`config.mk`:
```
export PLATFORM = sky130hd
export DESIGN_NAME = uvr_retry_top
export DESIGN_NICKNAME = d
export VERILOG_FILES = /design/src/rtl/uvr_pkg.sv /design/src/rtl/uvr_retry_cnt.sv /design/src/rtl/uvr_fault_fsm.sv /design/src/rtl/uvr_retry_top.sv
export SDC_FILE = /design/constraint.sdc
export NUM_CORES = 1
export LEC_CHECK = 0
export BUFFER_PORTS_ARGS = -buffer_cell sky130_fd_sc_hd__buf_2
export CAP_MARGIN = 20
export CORE_AREA = 5 5 42 44
export CTS_BUF_LIST = sky130_fd_sc_hd__clkbuf_2
export DETAILED_ROUTE_END_ITERATION = 16
export DIE_AREA = 0 0 47 49
export HOLD_SLACK_MARGIN = 0.03
export PLACE_DENSITY_LB_ADDON = 0.3
export SETUP_SLACK_MARGIN = 0.1
export SLEW_MARGIN = 20
export SYNTH_ARGS = -nofsm -noshare
export SYNTH_HDL_FRONTEND = slang
export SYNTH_SLANG_ARGS = --single-unit
```
`constraint.sdc`:
```
create_clock -name clk -period 1.9 [get_ports clk]
set_input_delay 0.38 -clock clk [delete_from_list [all_inputs] [get_ports clk]]
set_output_delay 0.38 -clock clk [all_outputs]
set_load 0.01 [all_outputs]
```
`src/rtl/uvr_pkg.sv`:
```
package uvr_pkg;
  typedef enum logic [1:0] {
    ST_RAMP = 2'd0,
    ST_MON  = 2'd1,
    ST_WAIT = 2'd2,
    ST_LOCK = 2'd3
  } uvr_state_e;
endpackage

```
`src/rtl/uvr_retry_cnt.sv`:
```
module uvr_retry_cnt #(
  parameter int MAX_RETRY = 3
) (
  input  logic clk,
  input  logic rst_n,
  input  logic fault_i,
  output logic exhausted_o
);
  localparam int CNT_W = $clog2(MAX_RETRY + 1);
  localparam logic [CNT_W-1:0] CNT_MAX = CNT_W'(MAX_RETRY);

  logic [CNT_W-1:0] cnt_q, cnt_d;
  logic             cnt_en;

  assign exhausted_o = (cnt_q == CNT_MAX);
  assign cnt_en      = fault_i && !exhausted_o;

  always_comb begin
    cnt_d = cnt_q;
    if (cnt_en) cnt_d = cnt_q + 1'b1;
  end

  always_ff @(posedge clk or negedge rst_n) begin
    if (!rst_n)      cnt_q <= '0;
    else if (cnt_en) cnt_q <= cnt_d;
  end

  AST_CNT_BOUND: assert property (@(posedge clk) disable iff (!rst_n)
    cnt_q <= CNT_MAX);
  AST_CNT_ONLY_UP: assert property (@(posedge clk) disable iff (!rst_n)
    !fault_i |=> $stable(cnt_q));
endmodule

```
`src/rtl/uvr_fault_fsm.sv`:
```
module uvr_fault_fsm
  import uvr_pkg::*;
(
  input  logic       clk,
  input  logic       rst_n,
  input  logic       sleep_i,
  input  logic       uv_i,
  input  logic       tick_i,
  input  logic       exhausted_i,
  output logic       fault_o,
  output uvr_state_e state_o
);
  uvr_state_e state_q, state_d;

  assign fault_o = (state_q == ST_MON) && sleep_i && uv_i;
  assign state_o = state_q;

  always_comb begin
    state_d = state_q;
    unique case (state_q)
      ST_RAMP: if (tick_i) state_d = ST_MON;
      ST_MON:  if (fault_o) state_d = exhausted_i ? ST_LOCK : ST_WAIT;
      ST_WAIT: if (tick_i) state_d = ST_RAMP;
      ST_LOCK: state_d = ST_LOCK;
      default: state_d = ST_LOCK;
    endcase
  end

  always_ff @(posedge clk or negedge rst_n) begin
    if (!rst_n) state_q <= ST_RAMP;
    else        state_q <= state_d;
  end

  AST_RAMP_EXIT_ON_TICK: assert property (@(posedge clk) disable iff (!rst_n)
    (state_q == ST_RAMP && !tick_i) |=> state_q == ST_RAMP);
  AST_WAIT_HOLD: assert property (@(posedge clk) disable iff (!rst_n)
    (state_q == ST_WAIT && !tick_i) |=> state_q == ST_WAIT);
endmodule

```
`src/rtl/uvr_retry_top.sv`:
```
module uvr_retry_top
  import uvr_pkg::*;
#(
  parameter int MAX_RETRY = 3
) (
  input  logic clk,
  input  logic rst_n,
  input  logic sleep_i,
  input  logic uv_i,
  input  logic ss_tick_i,
  output logic reg_en_o,
  output logic ramp_o,
  output logic fault_latched_o
);
  logic       fault;
  logic       exhausted;
  uvr_state_e state;

  uvr_fault_fsm i_fsm (
    .clk         (clk),
    .rst_n       (rst_n),
    .sleep_i     (sleep_i),
    .uv_i        (uv_i),
    .tick_i      (ss_tick_i),
    .exhausted_i (exhausted),
    .fault_o     (fault),
    .state_o     (state)
  );

  uvr_retry_cnt #(.MAX_RETRY(MAX_RETRY)) i_cnt (
    .clk         (clk),
    .rst_n       (rst_n),
    .fault_i     (fault),
    .exhausted_o (exhausted)
  );

  assign reg_en_o        = (state == ST_RAMP) || (state == ST_MON);
  assign ramp_o          = (state == ST_RAMP);
  assign fault_latched_o = (state == ST_LOCK);

  AST_FAULT_DROPS_EN: assert property (@(posedge clk) disable iff (!rst_n)
    (reg_en_o && !ramp_o && sleep_i && uv_i) |=> !reg_en_o);
  AST_EN_RISE_ON_TICK: assert property (@(posedge clk) disable iff (!rst_n)
    $rose(reg_en_o) |-> $past(ss_tick_i));
  AST_RAMP_HAS_EN: assert property (@(posedge clk) disable iff (!rst_n)
    ramp_o |-> reg_en_o);
  AST_LOCK_STICKY: assert property (@(posedge clk) disable iff (!rst_n)
    fault_latched_o |=> fault_latched_o);
  AST_LOCK_NO_EN: assert property (@(posedge clk) disable iff (!rst_n)
    fault_latched_o |-> !reg_en_o);
  AST_ACTIVE_NO_DROP: assert property (@(posedge clk) disable iff (!rst_n)
    (reg_en_o && !ramp_o && !sleep_i) |=> reg_en_o);
endmodule

```
==> results <==
- The run finished with clean final reports.
- The total I/O pin count is 8.
- The TritonCTS clock tree is yes.
- The floorplan step set the die width to 47 um.
- The leading cell type by number of instances after synthesis is sky130_fd_sc_hd__dfrtp_1.
- The worst-case reg-to-reg path depth is 3.
- The clock latency at the later pin of the worst-skew pair is 0.20 ns.
- Of the post-synthesis cell area, the dominant cell type holds 51.0%.
- Multiplexer cells account for 7.64% of the synthesized area.
- The detailed-route vias per instance is 3.48.
- Summing over every cut layer, the via total after detailed routing is 153.
- The first detailed-routing pass took 2 iterations.
- The number of core rows is 14.
- During synthesis, Yosys emitted a total of 0 warnings.
- The worst hold path was traced through 3 stages.
- The total CTS buffers is 3.
- The fraction of the mapped netlist area in simple logic gates is 20.4%.
- For the pin with the worst max-slew slack, the measured transition is 0.160 ns.
- The number of hold-slack violations in the final timing report came to 0.
- The sequential element share of the synthesized area is 51.0%.
- The worst setup path is captured at a register.
- Of all nets on the critical path, the largest fanout is 3.
- The maximum clock insertion buffer count is 2.
- The antenna cell count is 0.
- After technology mapping, the gate count stands at 17.
- The first routing iteration left 3 violations.
- Clock-pin slew was measured on the worst setup and hold paths at 0.05 ns.
- The total of fill cells in the finished design is 164.
- The launch point of the critical path is i_cnt.cnt_q[0].
- The maximum vdd ir drop is 0.464 mV.
- The final wirelength is 427 um.
- In this run the cell area of the synthesized design comes to 196 um^2.
- CTS built an H-tree with a depth of 1.
- Clock tree synthesis found a total of 4 sinks.
- The number of global-route vias before repair was 174.
- In this run the tightest slew margin relative to its limit is 89.4%.
- For this configuration, the core starts out at a cell density of 14.0%.
- The endpoint identified for the worst register-to-register timing path is i_cnt.cnt_q[1].
- The xor/xnor share of the synthesized area is 4.46%.
- The number of library cell types mapped by synthesis is 12.
- The total leakage power is 0.142 nW.
- The number of antenna violations at the first check in global routing came to 0.
- The areal power density over the cells is 1480 mW/mm^2.
- The ratio of cells with drive above 1 in the final layout is 50.0%.
- Yosys mapped a number of flops with a built-in enable equal to 0.
- The wire length of the first global-routing pass is 717 um.
- The total of endpoints with negative setup slack in the final report is 0.
- Power comes to 409 uW.
- The region available for standard cell placement spans 0.00140 mm^2.
- After synthesis, the largest family of logic cells by area is simple AND/OR/NAND/NOR gates.
- Input and output buffers added on the ports amount to 7.
- The register bit total from synthesis is 4.
- By area the synthesized netlist is led by sky130_fd_sc_hd__dfrtp_1 (51%), sky130_fd_sc_hd__mux2_4 (7.6%), sky130_fd_sc_hd__ha_1 (6.4%).
- The final max-slew violation count came to 0.
- The number of post-CTS setup repair buffers is 0.
- The total DRC errors in the routed layout is 0.
- Static timing analysis puts the maximum clock frequency at 716 MHz.
- For the worst setup path, the data required time is 1.99 ns.
- The final weighted congestion in routability-driven placement is 0.727.
- Sorting the synthesized cells by how often they occur yields sky130_fd_sc_hd__dfrtp_1 (4), sky130_fd_sc_hd__inv_1 (2), sky130_fd_sc_hd__nor2_1 (2).
- The maximum number of pins on one net before global-route repair is 7.
- The tightest min-delay check is of the primary input to register type.
- Data on the critical path arrives at its endpoint at 1.49 ns.
- The launch point of the worst hold path is sleep_i.
- The post-route minimum period is 1.40 ns.
- Averaged over all synthesized cells, the footprint is 11.6 um^2.
- The die height is 49 um.
- The count of nets left with antenna violations once routing finished came out at 0.
- The clock skew is 0.00528 ns.
- The total congestion overflow after global routing is 0.
- The area of the die is 0.00230 mm^2.
- The total area of sequential cells is 100 um^2.
- The type of origin of the critical path is a register.
- The worst setup path is of the register to register kind.
- For hold timing, the worst endpoint is i_fsm.state_o[1].
- The setup slack on the worst flop-to-flop path is 0.50 ns.
- The synthesized netlist devotes 6.37% of its cell area to compound gates.
- The total of max-cap violations is 0.
- The synthesized design spends more area on one cell type than any other, namely sky130_fd_sc_hd__dfrtp_1.
- The worst register-to-register path begins at i_cnt.cnt_q[0].
- Setup repair after global routing left no endpoint under its margin.
- The proportion of synthesized flip-flops having asynchronous set or reset is 100%.
- For this run, the leading register cell type out of synthesis is sky130_fd_sc_hd__dfrtp_1.
- The net count of the finished layout is 36.
- In the final timing run, aggregate negative setup slack is 0 ns.
- The average routed wire per standard cell is 9.70 um.
- The post-synth net total is 23.
- The global routing usage summed across all routing layers is 4.74%.
- After Yosys synthesis, full adders, half adders and majority gates account for 6.37% of the synthesized area.
- The portion of the clock cycle consumed by the worst path in the final layout is 73.5%.
- CTS placed an instance of sky130_fd_sc_hd__clkbuf_2 at the clock tree root.
- The area growth from synthesis to layout is 40.8%.
- Summing all multi-input logic gate instances after layout gives 88.8 um^2.
-- timing repair --
item,CTS,global route
hold buffers,1,0
endpoints found under the hold margin,4,0
resized for setup,0,0
-- worst max-delay path: stages (launching register included) --
cell and delay [ns]:
sky130_fd_sc_hd__dfrtp_1 0.39, sky130_fd_sc_hd__ha_1 0.20, sky130_fd_sc_hd__or3_4 0.39, sky130_fd_sc_hd__mux2_4 0.30
-- flip-flops by register name (all words and copies together), names as in the netlist --
signal         cells
i_fsm.state_o      2
i_cnt.cnt_q        2
-- metal layers --
layer / wire [um] / share of wire, % / global-route usage [%] / vias up
li1: - / - / - / 77
met1: 184 / 43 / 5.12 / 68
met2: 171 / 40 / 4.98 / 8
met3: 72 / 17 / 3.69 / 0
met4: 0 / 0 / 5.53 / 0
met5: 0 / 0 / 0 / -
-- placed cells by master (no fill, tap or decap) --
cell                            Yosys  layout
sky130_fd_sc_hd__buf_2              0       7
sky130_fd_sc_hd__dfrtp_1            4       4
sky130_fd_sc_hd__clkbuf_2           0       3
sky130_fd_sc_hd__nor2_1             2       2
sky130_fd_sc_hd__inv_1              2       2
sky130_fd_sc_hd__and2_2             1       1
sky130_fd_sc_hd__nand3_2            1       1
sky130_fd_sc_hd__o21ai_0            1       1
sky130_fd_sc_hd__nand2_1            1       1
sky130_fd_sc_hd__or3_4              1       1
sky130_fd_sc_hd__o21a_1             1       1
sky130_fd_sc_hd__mux2_4             1       1
sky130_fd_sc_hd__xnor2_1            1       1
sky130_fd_sc_hd__ha_1               1       1
sky130_fd_sc_hd__dlygate4sd3_1      0       1
-- cells by family after synthesis --
family / Yosys count
AO/OA/AOI/OAI: 2
XOR/XNOR: 1
adder cells (fa/ha/maj): 1
buffers and inverters: 2
flip-flops: 4
multiplexers: 1
AND/OR/NAND/NOR: 6
-- area by class of cell --
| cell class | instances | share of cell area, % |
|---|---|---|
| Sequential cell | 4 | 36.2 |
| Multi-Input combinational cell | 11 | 32.1 |
| Timing Repair Buffer | 8 | 16.3 |
| Tap cell | 16 | 7.24 |
| Clock buffer | 3 | 5.43 |
| Inverter | 2 | 2.71 |
-- worst max path at each step --
stage	end	slack [ns]	depth (start not counted)
detailed placement	i_cnt.cnt_q[1]	0.50	3
global placement	i_cnt.cnt_q[1]	0.54	3
CTS	i_cnt.cnt_q[1]	0.50	3
finish	i_cnt.cnt_q[1]	0.50	3
floorplan	i_cnt.cnt_q[1]	0.55	3
global route	i_cnt.cnt_q[1]	0.47	3
-- where the power goes --
part | switching [mW] | internal [mW]
logic | 0.0682 | 0.0922
clock network | 0.0349 | 0.0425
registers | 0.0425 | 0.128
-- stage by stage --
| step | cells | utilization [%] | setup WS (ns) | hold slack [ns] | area [um^2] |
|---|---|---|---|---|---|
| after global placement | 40 | 17.9 | 0.539 | 0.187 | 251 |
| final | 44 | 19.7 | 0.503 | 0.436 | 277 |
| after global routing | 44 | 19.7 | 0.472 | 0.445 | 277 |
| after floorplan | 17 | - | 0.546 | 0.0844 | 196 |
| after CTS | 44 | 19.7 | 0.497 | 0.434 | 277 |
| after detailed placement | 40 | 17.9 | 0.496 | 0.189 | 251 |
Power figures use the tool's default switching activity.
